File: src/rtl/vtm_pkg.sv
package vtm_pkg;

    localparam int HW = 16;   // horizontal count width
    localparam int LW = 16;   // line count width
    localparam int VW = 24;   // vertical pixel-clock count width
    localparam int PW = 8;    // horizontal porch / sync width
    localparam int RW = 24;   // reference-clock count width

    // first member is most significant: h_act lands at byte 0
    typedef struct packed {
        logic [RW-1:0] ref_cnt;
        logic [VW-1:0] v_sw;
        logic [VW-1:0] v_bp;
        logic [VW-1:0] v_fp;
        logic [PW-1:0] h_sw;
        logic [PW-1:0] h_bp;
        logic [PW-1:0] h_fp;
        logic [VW-1:0] v_tot;
        logic [HW-1:0] h_tot;
        logic [LW-1:0] v_act;
        logic [HW-1:0] h_act;
    } vtm_meas_t;

    localparam int MEAS_BYTES = $bits(vtm_meas_t) / 8;
    localparam int NB         = MEAS_BYTES + 1;   // plus status byte

    function automatic logic [PW-1:0] sat_pw(input logic [HW-1:0] v);
        return (|v[HW-1:PW]) ? {PW{1'b1}} : v[PW-1:0];
    endfunction

endpackage

File: src/rtl/vtm_sync_pol.sv
module vtm_sync_pol #(
    parameter int CW = 24
) (
    input  logic clk,
    input  logic rst_n,
    input  logic raw,
    output logic active,
    output logic pol_high,
    output logic known
);

    typedef struct packed {
        logic          lvl;
        logic          started;
        logic [CW-1:0] run;
        logic [CW-1:0] hi_len;
        logic [CW-1:0] lo_len;
        logic          seen_hi;
        logic          seen_lo;
    } st_t;

    st_t q, d;

    always_comb begin
        d     = q;
        d.lvl = raw;
        if (raw != q.lvl) begin
            if (q.started) begin
                if (q.lvl) begin
                    d.hi_len  = q.run;
                    d.seen_hi = 1'b1;
                end else begin
                    d.lo_len  = q.run;
                    d.seen_lo = 1'b1;
                end
            end
            d.started = 1'b1;
            d.run     = {{(CW-1){1'b0}}, 1'b1};
        end else if (q.run != {CW{1'b1}}) begin
            d.run = q.run + 1'b1;
        end
    end

    always_ff @(posedge clk) begin
        if (!rst_n) q <= '0;
        else        q <= d;
    end

    assign known    = q.seen_hi & q.seen_lo;
    assign pol_high = q.hi_len < q.lo_len;
    assign active   = pol_high ? q.lvl : ~q.lvl;

    assert_known_sticky_R2: assert property (@(posedge clk) disable iff (!rst_n)
        known |=> known);

    assert_run_nonzero_R2: assert property (@(posedge clk) disable iff (!rst_n)
        q.started |-> (q.run != '0));

endmodule

File: src/rtl/vtm_measure.sv
module vtm_measure
    import vtm_pkg::*;
(
    input  logic      clk,
    input  logic      rst_n,
    input  logic      en,
    input  logic      hs_a,
    input  logic      vs_a,
    input  logic      de,
    input  logic      ref_rise,
    output logic      frame_done,
    output vtm_meas_t meas
);

    typedef struct packed {
        logic          hs_p, vs_p, de_p;
        logic          l_open, l_hse_seen, l_de_seen;
        logic [HW-1:0] lpos, l_hse, l_def, l_dee;
        logic [HW-1:0] h_tot, h_act;
        logic [PW-1:0] h_fp, h_bp, h_sw;
        logic          f_open, f_vse_seen, f_de_seen;
        logic [VW-1:0] fpos, f_vse, f_def, f_dee;
        logic [LW-1:0] v_lines;
        logic [RW-1:0] refs;
    } st_t;

    st_t q, d;
    logic          line_start, frame_start;
    logic [HW-1:0] cur_l;
    logic [VW-1:0] cur_f;

    always_comb begin
        line_start  = hs_a & ~q.hs_p;
        frame_start = vs_a & ~q.vs_p;
        cur_l       = line_start  ? '0 : q.lpos;
        cur_f       = frame_start ? '0 : q.fpos;
        frame_done  = en & frame_start & q.f_open;

        meas.h_act   = q.h_act;
        meas.h_tot   = q.h_tot;
        meas.h_fp    = q.h_fp;
        meas.h_bp    = q.h_bp;
        meas.h_sw    = q.h_sw;
        meas.v_act   = q.v_lines;
        meas.v_tot   = q.fpos;
        meas.v_fp    = q.fpos - q.f_dee;
        meas.v_bp    = q.f_def - q.f_vse;
        meas.v_sw    = q.f_vse;
        meas.ref_cnt = q.refs;

        d = q;
        if (!en) begin
            d = '0;
        end else begin
            // line boundary: close the finished line first
            if (line_start) begin
                if (q.l_open && q.l_de_seen) begin
                    d.h_tot = q.lpos;
                    d.h_act = q.l_dee - q.l_def;
                    d.h_fp  = sat_pw(q.lpos - q.l_dee);
                    d.h_bp  = sat_pw(q.l_def - q.l_hse);
                    d.h_sw  = sat_pw(q.l_hse);
                end
                d.l_open     = 1'b1;
                d.l_hse_seen = 1'b0;
                d.l_de_seen  = 1'b0;
                d.lpos       = {{(HW-1){1'b0}}, 1'b1};
            end else if (q.lpos != {HW{1'b1}}) begin
                d.lpos = q.lpos + 1'b1;
            end

            // frame boundary
            if (frame_start) begin
                d.f_open     = 1'b1;
                d.f_vse_seen = 1'b0;
                d.f_de_seen  = 1'b0;
                d.v_lines    = '0;
                d.refs       = '0;
                d.fpos       = {{(VW-1){1'b0}}, 1'b1};
            end else if (q.fpos != {VW{1'b1}}) begin
                d.fpos = q.fpos + 1'b1;
            end

            // events of the current cycle
            if (!hs_a && q.hs_p && !d.l_hse_seen) begin
                d.l_hse      = cur_l;
                d.l_hse_seen = 1'b1;
            end
            if (!vs_a && q.vs_p && !d.f_vse_seen) begin
                d.f_vse      = cur_f;
                d.f_vse_seen = 1'b1;
            end
            if (de && !q.de_p) begin
                if (!d.l_de_seen) begin
                    d.l_def     = cur_l;
                    d.l_de_seen = 1'b1;
                end
                if (!d.f_de_seen) begin
                    d.f_def     = cur_f;
                    d.f_de_seen = 1'b1;
                end
                if (d.v_lines != {LW{1'b1}}) d.v_lines = d.v_lines + 1'b1;
            end
            if (!de && q.de_p) begin
                d.l_dee = cur_l;
                d.f_dee = cur_f;
            end
            if (ref_rise && d.refs != {RW{1'b1}}) d.refs = d.refs + 1'b1;
        end

        d.hs_p = hs_a;
        d.vs_p = vs_a;
        d.de_p = de;
    end

    always_ff @(posedge clk) begin
        if (!rst_n) q <= '0;
        else        q <= d;
    end

    assert_done_single_R9: assert property (@(posedge clk) disable iff (!rst_n)
        frame_done |=> !frame_done);

    assert_hact_in_total_R3: assert property (@(posedge clk) disable iff (!rst_n)
        (en && line_start && q.l_open && q.l_de_seen && q.l_dee >= q.l_def)
            |=> (q.h_act <= q.h_tot));

endmodule

File: src/rtl/vtm_regs.sv
module vtm_regs
    import vtm_pkg::*;
#(
    parameter int AW = 6
) (
    input  logic          clk,
    input  logic          rst_n,
    input  logic          cap,
    input  vtm_meas_t     meas,
    input  logic          hs_pol,
    input  logic          vs_pol,
    input  logic [AW-1:0] rd_addr,
    output logic [7:0]    rd_data
);

    localparam int IMG_W = 8 * NB;

    typedef struct packed {
        vtm_meas_t  snap;
        logic       hpol;
        logic       vpol;
        logic       valid;
        logic [7:0] rd;
    } st_t;

    st_t q, d;
    logic [IMG_W-1:0] image;
    logic             addr_oob;

    assign image    = {5'b00000, q.valid, q.vpol, q.hpol, q.snap};
    assign addr_oob = int'(rd_addr) >= NB;

    always_comb begin
        int idx;
        d   = q;
        idx = int'(rd_addr);
        if (cap) begin
            d.snap  = meas;
            d.hpol  = hs_pol;
            d.vpol  = vs_pol;
            d.valid = 1'b1;
        end
        if (addr_oob) d.rd = 8'h00;
        else          d.rd = image[idx*8 +: 8];
    end

    always_ff @(posedge clk) begin
        if (!rst_n) q <= '0;
        else        q <= d;
    end

    assign rd_data = q.rd;

    assert_valid_sticky_R1: assert property (@(posedge clk) disable iff (!rst_n)
        q.valid |=> q.valid);

    assert_zero_until_valid_R1: assert property (@(posedge clk) disable iff (!rst_n)
        !q.valid |-> (q.snap == '0 && !q.hpol && !q.vpol));

    assert_snap_hold_R9: assert property (@(posedge clk) disable iff (!rst_n)
        !cap |=> $stable(q.snap));

    assert_oob_zero_R8: assert property (@(posedge clk) disable iff (!rst_n)
        addr_oob |=> (rd_data == 8'h00));

endmodule

File: src/rtl/video_timing_meter.sv
module video_timing_meter
    import vtm_pkg::*;
#(
    parameter int ADDR_W = 6
) (
    input  logic              pix_clk,
    input  logic              rst_n,
    input  logic              hsync_in,
    input  logic              vsync_in,
    input  logic              de_in,
    input  logic              ref_clk_in,
    input  logic [ADDR_W-1:0] rd_addr,
    output logic [7:0]        rd_data
);

    localparam int SYNC_STAGES = 3;   // two resync flops plus edge flop

    typedef struct packed {
        logic                   de_q;
        logic [SYNC_STAGES-1:0] ref_s;
    } st_t;

    st_t q, d;
    logic      hs_a, vs_a, hs_high, vs_high, hs_known, vs_known;
    logic      en, ref_rise, frame_done;
    vtm_meas_t meas;

    always_comb begin
        d       = q;
        d.de_q  = de_in;
        d.ref_s = {q.ref_s[SYNC_STAGES-2:0], ref_clk_in};
    end

    always_ff @(posedge pix_clk) begin
        if (!rst_n) q <= '0;
        else        q <= d;
    end

    assign ref_rise = q.ref_s[SYNC_STAGES-2] & ~q.ref_s[SYNC_STAGES-1];
    assign en       = hs_known & vs_known;

    vtm_sync_pol #(.CW(VW)) u_hs_pol (
        .clk      (pix_clk),
        .rst_n    (rst_n),
        .raw      (hsync_in),
        .active   (hs_a),
        .pol_high (hs_high),
        .known    (hs_known)
    );

    vtm_sync_pol #(.CW(VW)) u_vs_pol (
        .clk      (pix_clk),
        .rst_n    (rst_n),
        .raw      (vsync_in),
        .active   (vs_a),
        .pol_high (vs_high),
        .known    (vs_known)
    );

    vtm_measure u_measure (
        .clk        (pix_clk),
        .rst_n      (rst_n),
        .en         (en),
        .hs_a       (hs_a),
        .vs_a       (vs_a),
        .de         (q.de_q),
        .ref_rise   (ref_rise),
        .frame_done (frame_done),
        .meas       (meas)
    );

    vtm_regs #(.AW(ADDR_W)) u_regs (
        .clk     (pix_clk),
        .rst_n   (rst_n),
        .cap     (frame_done),
        .meas    (meas),
        .hs_pol  (hs_high),
        .vs_pol  (vs_high),
        .rd_addr (rd_addr),
        .rd_data (rd_data)
    );

    assert_ref_rise_gap_R7: assert property (@(posedge pix_clk) disable iff (!rst_n)
        ref_rise |=> !ref_rise);

    assert_capture_needs_lock_R1: assert property (@(posedge pix_clk) disable iff (!rst_n)
        frame_done |-> (hs_known && vs_known));

endmodule

File: config.mk
export PLATFORM = sky130hd
export DESIGN_NAME = video_timing_meter
export DESIGN_NICKNAME = d
export VERILOG_FILES = /design/src/rtl/vtm_pkg.sv /design/src/rtl/vtm_sync_pol.sv /design/src/rtl/vtm_measure.sv /design/src/rtl/vtm_regs.sv /design/src/rtl/video_timing_meter.sv
export SDC_FILE = /design/constraint.sdc
export NUM_CORES = 2
export LEC_CHECK = 0
export BUFFER_PORTS_ARGS = -buffer_cell sky130_fd_sc_hd__buf_2
export CAP_MARGIN = 20
export CORE_MARGIN = 1.5
export CORE_UTILIZATION = 40
export CTS_CLUSTER_DIAMETER = 200
export DETAILED_ROUTE_END_ITERATION = 6
export GPL_ROUTABILITY_DRIVEN = 0
export PLACE_DENSITY = 0.66
export SYNTH_ARGS = -nofsm -noshare
export SYNTH_HDL_FRONTEND = slang
export SYNTH_HIERARCHICAL = 1
export SYNTH_SLANG_ARGS = --single-unit
File: constraint.sdc
create_clock -name pix_clk -period 10.05 [get_ports pix_clk]
set_input_delay 1.005 -clock pix_clk [delete_from_list [all_inputs] [get_ports pix_clk]]
set_output_delay 1.005 -clock pix_clk [all_outputs]
set_load 0.02 [all_outputs]
== After elaboration in Yosys (flattened, before gate mapping) ==
Cells that the tools add are included.
W data, S select, Z words.

* Add/subtract/negate cells: 11
* $lt $le $gt $ge: 3
* Equal/unequal tests: 10
* Shifts and indexed selects: 1
* Mux-type cells: 28
* Bitwise gates (word level): 17
* Reductions and logical operators: 34

{| class="wikitable"
|+ Operators with widths
! cell !! count
|-
| $shiftx A200 B10 Y8 || 1
|-
| $add A24 B1 Y24 const B || 4
|-
| $ne A24 B24 Y1 const B || 4
|-
| $mux W40 || 2
|-
| $lt A24 B24 Y1 || 2
|-
| $mux W16 || 3
|-
| $mux W24 || 2
|-
| $sub A16 B16 Y16 || 3
|-
| $sub A24 B24 Y24 || 2
|-
| $add A16 B1 Y16 const B || 2
|-
| $ne A16 B16 Y1 const B || 2
|-
| $mux W8 || 3
|-
| $reduce_or A8 Y1 || 3
|-
| $mux W1 || 14
|-
| $mux W3 || 4
|-
| $reduce_and A3 Y1 || 4
|-
| $not A1 Y1 || 9
|-
| $and A1 B1 Y1 || 8
|-
| $logic_and A1 B1 Y1 || 8
|-
| $reduce_and A2 Y1 || 4
|-
| $reduce_bool A2 Y1 || 4
|-
| $ge A6 B5 Y1 const B || 1
|-
| $logic_not A1 Y1 || 6
|-
| $reduce_or A2 Y1 || 3
|-
| other kinds (3) || 6
|}

* Bits in registers: 624
* Input bits: 12
* Output and inout bits: 8
* Word-level logic and storage cells: 163

== Longest topological paths before layout ==
* Depth in word-level cells: 8
* Gate-level depth with buffers: 22
* Mapped depth without buffers: 19

== Cells and area by module ==
The synthesis kept the hierarchy.

{| class="wikitable"
|+ Modules (own cells, without submodules)
! module !! times used !! cells an instance !! area each (um^2) !! sequential area each (um^2)
|-
| vtm_measure || 1 || 2,046 || 15,690.0 || 5,305.1
|-
| vtm_regs || 1 || 826 || 9,213.8 || 4,063.9
|-
| vtm_sync_pol || 2 || 441 || 3,628.5 || 1,521.5
|-
| video_timing_meter || 1 || 10 || 117.6 || 80.1
|}

== Worst setup path after synthesis ==
Ideal clock, no wire load.

* Path type: reg2reg
* Start: register u_vs_pol/q[13] in the netlist's numbering
* End: register u_measure.q, in the netlist u_measure/meas[190]
* Setup time: 0.128 ns
* Arrival time: 3.856 ns
* Data required time: 9.922 ns
* Setup slack: 6.067 ns
* Cell stages (with the launch flop): 23
* Buffers on the path: 3
* Period minus slack after synthesis: 3.983 ns
* Path through: dfxtp_1 > inv_1 > ha_1 > a21oi_1 > o21ai_0 > a2111oi_0 > o21ai_0 > a21oi_1 > xnor2_1 > nand2b_1 > buf_4 > clkbuf_1 > and2_1 > ha_1 > and2_1 > nand4_1 > o41ai_1 > or3_1 > clkbuf_1 > nor2_1 > nand4_1 > xor2_1 > nor2_1

* Cells in the longest elaborated chain, start to end: 8
* Elaborated cells on any way between the ends: 9
* Those cells by class: 1 x add/sub; 1 x order compare; 1 x eq/ne; 4 x mux; 1 x bitwise; 1 x reduce/logical

{| class="wikitable"
|+ Ends and longest elaborated chain
! what !! RTL line !! text
|-
| start, declared || vtm_sync_pol.sv:22 || <nowiki>st_t q, d;</nowiki>
|-
| start signal, assigned || vtm_sync_pol.sv:45 || <nowiki>if (!rst_n) q <= '0;</nowiki>
|-
| start signal, assigned || vtm_sync_pol.sv:46 || <nowiki>else q <= d;</nowiki>
|-
| $lt A24 B24 Y1 * || vtm_sync_pol.sv:50 || <nowiki>assign pol_high = q.hi_len < q.lo_len;</nowiki>
|-
| named net vs_high || video_timing_meter.sv:24 || <nowiki>logic hs_a, vs_a, hs_high, vs_high, hs_known, vs_known;</nowiki>
|-
| $mux W1 * || vtm_sync_pol.sv:51 || <nowiki>assign active = pol_high ? q.lvl : ~q.lvl;</nowiki>
|-
| named net vs_a || video_timing_meter.sv:24 ||
|-
| $and A1 B1 Y1 * || vtm_measure.sv:34 || <nowiki>frame_start = vs_a & ~q.vs_p;</nowiki>
|-
| $mux W40 * || vtm_measure.sv:73 || <nowiki>if (frame_start) begin</nowiki>
|-
| $mux W40 * || vtm_measure.sv:52 || <nowiki>if (!en) begin</nowiki>
|-
| branches (longest 2 deep; another with $add A24 B1 Y24) || -- ||
|-
| $mux W24 * || vtm_measure.sv:108 || <nowiki>if (ref_rise && d.refs != {RW{1'b1}}) d.refs = d.refs + 1'b1;</nowiki>
|-
| end signal, assigned || vtm_measure.sv:117 || <nowiki>if (!rst_n) q <= '0;</nowiki>
|-
| end signal, assigned || vtm_measure.sv:118 || <nowiki>else q <= d;</nowiki>
|-
| end, declared || vtm_measure.sv:27 || <nowiki>st_t q, d;</nowiki>
|}

Mark *: on every way through the listed nets, which the timed path passes. The select of a mux whose other input is x is not followed.
A chain may end at the register's enable or synchronous reset.

== Worst setup path in the final report ==
* Start: register u_vs_pol/q[13] in the netlist's numbering
* End: register u_measure.q, in the netlist u_measure/meas[181]

Same word-level chain as after synthesis.

==> results.cfg <==
[status]
status = finished, final reports clean

[worst_setup_path]
critPathMaxStageDelay_ns = 0.64
worst-path-max-fanout = 59
end_kind = flip-flop
crit_chain = inv_1, ha_1, a21oi_1, o21ai_0, a2111oi_0, o21ai_0, a21oi_1, xnor2_1, nand2b_2, buf_4, and2_1, ha_1, and2_1, nand4_1, o41a_1, nand4_1, nor2_1, and4_1, xnor2_1, nor2_1
ff2ff_setup_slack_ns = 4.87
crit_family = simple AND/OR/NAND/NOR gates
worst-path-buf-inv = 2
critical-path-slowest-cell = buf_4
cp-start-kind = flip-flop
arrival_ns = 5.67
required_ns = 10.54
critPathKind = reg -> reg

[die]
die_h_um = 287
core-area_um2 = 79400
dieArea_um2 = 82400
ios = 20
initial_utilization_pct = 40.7
die_x_um = 287
rows = 103

[sta]
hold_ws_ns = 0.445
worstMarginPinSlew_ns = 1.05
fin_tns_setup_ns = 0
drv_slew = 0
fin_crit_sh_pct = 51.5
finalCriticalPeriod_ns = 5.18
finalHoldViolCount = 0
setup_viol = 0
slew_headroom_pct = 29.8
rsz0062_at_grt = false
skew_ns = 0.0282
clock.fmax_ghz = 0.193

[detailed_routing]
vias_per_cell = 5.31
drt-pass1-iter-count = 5
wl_um = 78000
drt_iter0_markers = 1726
vias = 24700
ant_nets = 0
routedWlPerCell_um = 16.8
remaining_drc_errors = 0

[grt]
grt_max_degree = 120
grt.total_usage_pct = 18.7
antenna_found_initial = 1
overflow = 0
grt_pass1_vias = 23000
grt_first_pass_wirelength_um = 125000

[layout]
drive_gt1_share_pct = 6.07
multiInputGateArea_um2 = 17200
final_common_cell = dfxtp_1
fillers = 7746
final_cell_mix = 624 x dfxtp_1, 528 x nand2_1, 265 x a21oi_1, 253 x mux2i_1, 214 x nor2b_1
antenna_cells = 0
design_area_um2 = 34400
regArea_um2 = 12500
nNetsFinal = 3700
area_delta_synth_final_pct = 6.69

[placed_design]
place_area_um2 = 32100
dp_hpwl_um = 52300
portBuffers = 19

[power]
vdd.ir_drop.worst_uv = 101
p_leak_nw = 11.5
powerDensity_nw_per_um2 = 152
power_mw = 5.23

[clock_network]
clk_pin_slew_ns = 0.06
ctsResizeCount = 0
cts_made_buffers = 68
cts_hold_buf = 0
ctsHtreeMaxLevel = 3
clock-root-buffer = clkbuf_16
cts_tree = built
insertion_delay_ns = 0.61
clockBufferDepth = 3
cts_setup_buffers = 0
cts_sinks = 624

[logic_synthesis]
synth.avg_cell_area_um2 = 8.58
ys.flop_type = dfxtp_1
synth_edf_count = 0
yosysTopAreaCell = dfxtp_1
synth_cells = 3764
ys_seq_area_share_pct = 38.7
synth_area_leaders = dfxtp_1 39%, mux2i_1 7.8%, nand2_1 6.2%, ha_1 5.5%, nor2b_1 4.2%
yosysWarnings = 6
synth_cell_types = 81
syn-num-nets = 3924
synth-seq-cells = 624
ys_async_sr_fraction_pct = 0
syn_area_um2 = 32300
synth_top_area_share_pct = 38.7

[worst_hold_path]
min_path_type = reg -> reg

[flow_run]
cap_violations = 0
[worst paths after layout]
kind                       start                  end  cells after the start
setup / recovery  u_vs_pol/q[13]  u_measure/meas[181]                     20
hold / removal              d[2]                 q[2]                      1
setup reg to reg  u_vs_pol/q[13]  u_measure/meas[181]                     20
hold reg to reg             d[2]                 q[2]                      1
[area by class of cell]
| class | instances | area share, % |
|---|---|---|
| inverter | 184 | 2.01 |
| sequential | 624 | 36.3 |
| timing repair buffer | 48 | 1.18 |
| tap | 1050 | 3.81 |
| clock buffer | 94 | 5.75 |
| multi-input combinational | 2614 | 50.0 |
| clock inverter | 30 | 0.937 |
[cell usage after synthesis (all sizes together) (80+ instances only)]
library cell	n
inv	184
mux2i	253
o21ai	99
a21boi	101
nand3	171
buf	190
xnor2	80
dfxtp	624
nor2	184
nor2b	215
ha	143
clkbuf	152
nand2	530
a21oi	266
[metal layers]
layer | track usage, % | routed length, um | up-vias
li1 | - | - | 12300
met1 | 25.4 | 36900 | 11700
met2 | 29.6 | 34500 | 537
met3 | 3.01 | 4140 | 129
met4 | 7.03 | 2400 | 2
met5 | 0 | 20 | -
[cells by family (layout without fill, tap and decap cells)]
kind of cell,Yosys count,in the layout,share of synthesized area [%]
multiplexers,281,281,9.72
buffers and inverters,526,356,8.11
flip-flops,624,624,38.7
XOR/XNOR,151,151,4.10
AND/OR/NAND/NOR,1382,1382,20.9
AO/OA/AOI/OAI,652,652,12.7
adder cells (fa/ha/maj),148,148,5.85
[flip-flops by register name, summed over array words and instances (netlist names)]
register,count
u_vs_pol/q,76
q,2
u_hs_pol/q,76
u_measure/meas,144
u_measure/q,121
d,2
u_regs/rd_data,8
u_regs/image,195
[stage by stage]
stage,worst slack (ns),cells,utilization [%]
4_1_cts,4.87,4640,43.3
3_3_place_gp,5.03,4514,40.3
3_5_place_dp,4.87,4516,40.4
6_report,4.87,4644,43.4
2_1_floorplan,6.07,3764,-
5_1_grt,4.43,4644,43.4
[power by group]
group | internal (mW) | switching, mW | total [mW]
combinational | 0.0510 | 0.116 | 0.167
sequential | 2.48 | 0.00647 | 2.49
clock | 1.52 | 1.06 | 2.58
Note: power is estimated with default switching activity, not from simulation.
